`config.mk`:
```
export PLATFORM = sky130hd
export DESIGN_NAME = outlet_contention_alloc
export DESIGN_NICKNAME = d
export VERILOG_FILES = /design/src/rtl/ocs_pkg.sv /design/src/rtl/ocs_phase_seq.sv /design/src/rtl/ocs_line_cmp.sv /design/src/rtl/outlet_contention_alloc.sv
export SDC_FILE = /design/constraint.sdc
export NUM_CORES = 1
export LEC_CHECK = 0
export ABC_AREA = 1
export BUFFER_PORTS_ARGS = -buffer_cell sky130_fd_sc_hd__buf_2
export CELL_PAD_IN_SITES_DETAIL_PLACEMENT = 0
export CELL_PAD_IN_SITES_GLOBAL_PLACEMENT = 2
export CORE_ASPECT_RATIO = 2
export CORE_MARGIN = 2
export CORE_UTILIZATION = 25
export DETAILED_ROUTE_END_ITERATION = 16
export PLACE_DENSITY_LB_ADDON = 0.1
export SLEW_MARGIN = 0
export SYNTH_ARGS = -nofsm -noshare
export SYNTH_HDL_FRONTEND = slang
export SYNTH_SLANG_ARGS = --single-unit
```
`constraint.sdc`:
```
create_clock -name clk -period 1.5 [get_ports clk]
set_input_delay 0.225 -clock clk [delete_from_list [all_inputs] [get_ports clk]]
set_output_delay 0.225 -clock clk [all_outputs]
set_load 0.03 [all_outputs]
```
`src/rtl/ocs_pkg.sv`:
```
package ocs_pkg;

   typedef enum logic [1:0] {
      PH_IDLE  = 2'd0,
      PH_DEST  = 2'd1,
      PH_SRC   = 2'd2,
      PH_GRANT = 2'd3
   } phase_e;

   function automatic bit is_pow2(input int unsigned v);
      return (v >= 2) && ((v & (v - 1)) == 0);
   endfunction

endpackage

```
`src/rtl/ocs_phase_seq.sv`:
```
module ocs_phase_seq
   import ocs_pkg::*;
#(
   parameter int ADDR_W = 3
) (
   input  logic   clk,
   input  logic   rst,
   input  logic   frame_start,
   output phase_e phase
);
   localparam int LAST  = 2 * ADDR_W + 1;
   localparam int POS_W = $clog2(LAST + 1);
   localparam logic [POS_W-1:0] POS_LAST     = POS_W'(LAST);
   localparam logic [POS_W-1:0] POS_DEST_END = POS_W'(ADDR_W);

   logic [POS_W-1:0] pos_q;

   always_ff @(posedge clk) begin
      if (rst)
         pos_q <= '0;
      else if (frame_start)
         pos_q <= POS_W'(1);
      else if (pos_q == POS_LAST)
         pos_q <= '0;
      else if (pos_q != '0)
         pos_q <= pos_q + POS_W'(1);
   end

   always_comb begin
      if (pos_q == '0)
         phase = PH_IDLE;
      else if (pos_q <= POS_DEST_END)
         phase = PH_DEST;
      else if (pos_q == POS_LAST)
         phase = PH_GRANT;
      else
         phase = PH_SRC;
   end

   assert_grant_one_cycle_R2 : assert property (@(posedge clk) disable iff (rst)
      (phase == PH_GRANT) |=> (phase != PH_GRANT));

   assert_start_enters_dest_R2 : assert property (@(posedge clk) disable iff (rst)
      frame_start |=> (phase == PH_DEST));

endmodule

```
`src/rtl/ocs_line_cmp.sv`:
```
module ocs_line_cmp
   import ocs_pkg::*;
#(
   parameter bit HAS_BELOW = 1'b1
) (
   input  logic   clk,
   input  logic   rst,
   input  logic   frame_start,
   input  phase_e phase,
   input  logic   bit_self,
   input  logic   bit_below,
   output logic   grant_o,
   output logic   grant_valid_o
);
   logic active_q;

   always_ff @(posedge clk) begin
      if (rst)
         active_q <= 1'b0;
      else if (frame_start)
         active_q <= bit_self;
   end

   assign grant_valid_o = (phase == PH_GRANT) && active_q;

   generate
      if (HAS_BELOW) begin : g_cmp
         logic below_active_q;
         logic mism_q;

         always_ff @(posedge clk) begin
            if (rst) begin
               below_active_q <= 1'b0;
               mism_q         <= 1'b0;
            end else if (frame_start) begin
               below_active_q <= bit_below;
               mism_q         <= 1'b0;
            end else if ((phase == PH_DEST) && (bit_self ^ bit_below)) begin
               mism_q <= 1'b1;
            end
         end

         assign grant_o = grant_valid_o && below_active_q && !mism_q;

         assert_flag_clear_R8 : assert property (@(posedge clk) disable iff (rst)
            frame_start |=> !mism_q);

         assert_flag_hold_R8 : assert property (@(posedge clk) disable iff (rst)
            ((phase == PH_SRC) && !frame_start) |=> $stable(mism_q));

         assert_mismatch_wins_R4 : assert property (@(posedge clk) disable iff (rst)
            (mism_q && (phase == PH_GRANT)) |-> !grant_o);
      end else begin : g_base
         assign grant_o = 1'b0;
      end
   endgenerate

   assert_valid_in_grant_R9 : assert property (@(posedge clk) disable iff (rst)
      (phase != PH_GRANT) |-> (!grant_valid_o && !grant_o));

endmodule

```
`src/rtl/outlet_contention_alloc.sv`:
```
module outlet_contention_alloc
   import ocs_pkg::*;
#(
   parameter int NUM_LINES = 8
) (
   input  logic                 clk,
   input  logic                 rst,
   input  logic                 frame_start,
   input  logic [NUM_LINES-1:0] line_bit,
   output logic [NUM_LINES-1:0] grant,
   output logic [NUM_LINES-1:0] grant_valid
);
   localparam int ADDR_W = $clog2(NUM_LINES);

   generate
      if (!is_pow2(NUM_LINES)) begin : g_bad_param
         $fatal(1, "NUM_LINES must be a power of two of at least 2");
      end
   endgenerate

   phase_e phase;

   ocs_phase_seq #(.ADDR_W(ADDR_W)) seq_i (
      .clk         (clk),
      .rst         (rst),
      .frame_start (frame_start),
      .phase       (phase)
   );

   generate
      for (genvar k = 0; k < NUM_LINES; k++) begin : g_line
         if (k == 0) begin : g_first
            ocs_line_cmp #(.HAS_BELOW(1'b0)) cmp_i (
               .clk           (clk),
               .rst           (rst),
               .frame_start   (frame_start),
               .phase         (phase),
               .bit_self      (line_bit[0]),
               .bit_below     (1'b0),
               .grant_o       (grant[0]),
               .grant_valid_o (grant_valid[0])
            );
         end else begin : g_upper
            ocs_line_cmp #(.HAS_BELOW(1'b1)) cmp_i (
               .clk           (clk),
               .rst           (rst),
               .frame_start   (frame_start),
               .phase         (phase),
               .bit_self      (line_bit[k]),
               .bit_below     (line_bit[k-1]),
               .grant_o       (grant[k]),
               .grant_valid_o (grant_valid[k])
            );
         end
      end
   endgenerate

   assert_valid_pulse_R2 : assert property (@(posedge clk) disable iff (rst)
      (|grant_valid) |=> !(|grant_valid));

endmodule

```
==> impl_metrics.tcl <==
set metrics [dict create \
    hold_buffers 0 \
    dr.pass1.iters 4 \
    globalRouteTotalUtil_pct 12.8 \
    viasPerCell 4.26 \
    violations "negative setup slack" \
    run_status "complete, but fails checks" \
    cts.sinks 18 \
    rr_worst_depth 7 \
    layout_common_cells "nand2_1 (33), inv_1 (30), a21oi_1 (16)" \
    grt_pass1_vias 1009 \
    min-delay-start "rst" \
    timing.rr.end "g_line[3].g_upper.cmp_i.g_cmp.mism_q" \
    skew_ns 0.00173 \
    clk_pin_slew_worst_paths_ns 0.07 \
    rsz0062_at_grt "yes" \
    postSynthCellCount 163 \
    final_antenna_net_count 0 \
    overflow 0 \
    htreeDepth 1 \
    crit_fanout 5 \
    antenna_found_initial 0 \
    grt_max_degree 19 \
    ff2ff_setup_slack_ns 0.16 \
    crit_path_end_kind "primary output" \
    gp_congestion 0.657 \
    p_per_area_nw_per_um2 717 \
    syn_avg_cell_area_sq_um 6.81 \
    maxSlewViolCount 0 \
    final_common_cell "nand2_1" \
    die_w_microns 51.1 \
    hold_depth 2 \
    totalWireLength_microns 2870 \
    vdd_drop_max_mv 0.330 \
    ys_seq_area_share_pct 32.5 \
    num_rows 34 \
    max_freq_mhz 546 \
    cts.path.max_buffers 2 \
    num_antenna_cells 0 \
    pin_count 27 \
    dp_hpwl_microns 2030 \
    hold_violations 0 \
    drc 0 \
    fin_nets 200 \
    die_area_sq_um 5020 \
    port_buffers 25 \
    min_period_over_period_pct 122 \
    cts_tree "built" \
    hold_path_class "input pin to flop" \
    core-area_sq_um 4300 \
    grt_pass1_wl_microns 4910 \
    worstPathArrival_ns 1.61 \
    die_y_microns 98.2 \
    fin_crit_ns 1.83 \
    fillers 484 \
    fin_util_pct 34.7 \
    synthesis.area_sq_um 1110 \
    r2r_start "seq_i.pos_q[2]" \
    clkLatencyLatePin_ns 0.25 \
    min_to "seq_i.pos_q[0]" \
    setup_viol 15 \
    root_buffer "clkbuf_8" \
    critPathKind "flop to primary output" \
    cp.required_ns 1.27 \
    layout.cells.non_filler 237 \
    maxCapViolCount 0 \
    ys_types 21 \
    ys_seq_elements 18 \
    initial_utilization_pct 25.8 \
    cts_made_buffers 3 \
    dp_cells 229 \
    drt-initial-drc-count 10 \
    syn2layout_area_growth_pct 34.4 \
    drive_gt1_share_pct 33.3 \
    wl_per_cell_microns 12.1 \
    vias 1009 \
    ys_warn_count 0 \
    fin_ws_ns -0.332 \
    crit_path_start_kind "flop" \
    synth_nets 178 \
    p_leak_nw 0.689 \
]
-- how the worst max path moves through the flow --
stage | cells past startpoint | startpoint | endpoint
finish | 7 | seq_i.pos_q[0] | grant[7]
global route | 7 | seq_i.pos_q[0] | grant[7]
CTS | 6 | seq_i.pos_q[1] | grant[1]
detailed placement | 5 | seq_i.pos_q[1] | grant[6]
global placement | 6 | seq_i.pos_q[0] | grant[7]
floorplan | 7 | seq_i.pos_q[0] | grant[1]
-- metrics by stage --
step | hold slack (ns) | area (sq um) | setup slack (ns) | power, W | setup TNS [ns]
6_report | 0.150 | 1490 | -0.332 | 0.00107 | -4.62
3_5_place_dp | 0.424 | 1210 | -0.207 | 0.000716 | -2.33
3_3_place_gp | 0.421 | 1210 | -0.130 | 0.000713 | -1.34
2_1_floorplan | 0.287 | 1110 | 0.0137 | 0.000652 | 0
5_1_grt | 0.159 | 1490 | -0.414 | 0.00114 | -5.84
4_1_cts | 0.148 | 1390 | -0.389 | 0.00109 | -4.84
-- power breakdown --
group,internal [W],total [W],leakage (nW),switching [W]
registers,0.000506,0.000525,0.150,0.0000191
logic,0.0000697,0.000199,0.518,0.000129
clock network,0.000179,0.000346,0.0216,0.000167
-- flip-flops by register name, indices dropped and copies added (netlist names) --
signal,count
g_line.g_upper.cmp_i.g_cmp.below_active_q,7
g_line.g_upper.cmp_i.g_cmp.mism_q,7
seq_i.pos_q,3
g_line.g_upper.cmp_i.active_q,1
-- worst max-delay path, stage by stage, from the launching register on --
cell and delay [ns]:
dfxtp_4 0.36, ha_4 0.18, ha_4 0.16, inv_4 0.06, nand4_4 0.15, buf_12 0.18, nor3_4 0.11, buf_6 0.15
-- repair_timing --
action | in CTS | in global routing
hold endpoints to repair | 0 | 0
gates resized for setup | 32 | 16
endpoints found under the setup margin | 15 | 16
pin swaps | 5 | 3
setup buffers | 1 | 3
gates cloned | 1 | 0
-- area by class of cell --
cell class	count	area (sq um)	share of cell area (%)
tap	54	67.6	4.53
inverter	32	123	8.22
multi-input combinational	95	607	40.7
sequential	18	369	24.7
timing repair buffer	35	284	19.0
clock buffer	3	41.3	2.77
-- routing by layer --
metal,vias to the layer above,track usage (%),share of wire (%)
li1,530,-,-
met1,463,15.6,43
met2,14,22.6,54
met3,2,1.38,2.2
met4,0,4.37,0.94
met5,-,0,0
-- Yosys cell counts (all sizes together) --
cell type	instances	area [sq um]
ha	4	50.1
o21ai	9	45.0
nor3	8	56.3
inv	32	120
nand3	7	35.0
a211oi	1	7.51
dfxtp	18	360
nor2	11	41.3
buf	19	141
a21oi	16	80.1
conb	1	3.75
nand2	35	141
nand4	2	27.5
-- logic make-up after synthesis --
| kind of cell | after synthesis | synth area share [%] |
|---|---|---|
| buffers and inverters | 51 | 23.6 |
| DFF | 18 | 32.5 |
| other | 1 | 0.338 |
| adders and majority gates | 4 | 4.51 |
| and+or+nand+nor | 63 | 27.2 |
| AOI/OAI and AO/OA | 26 | 12.0 |
(Power assumes the default switching activity.)
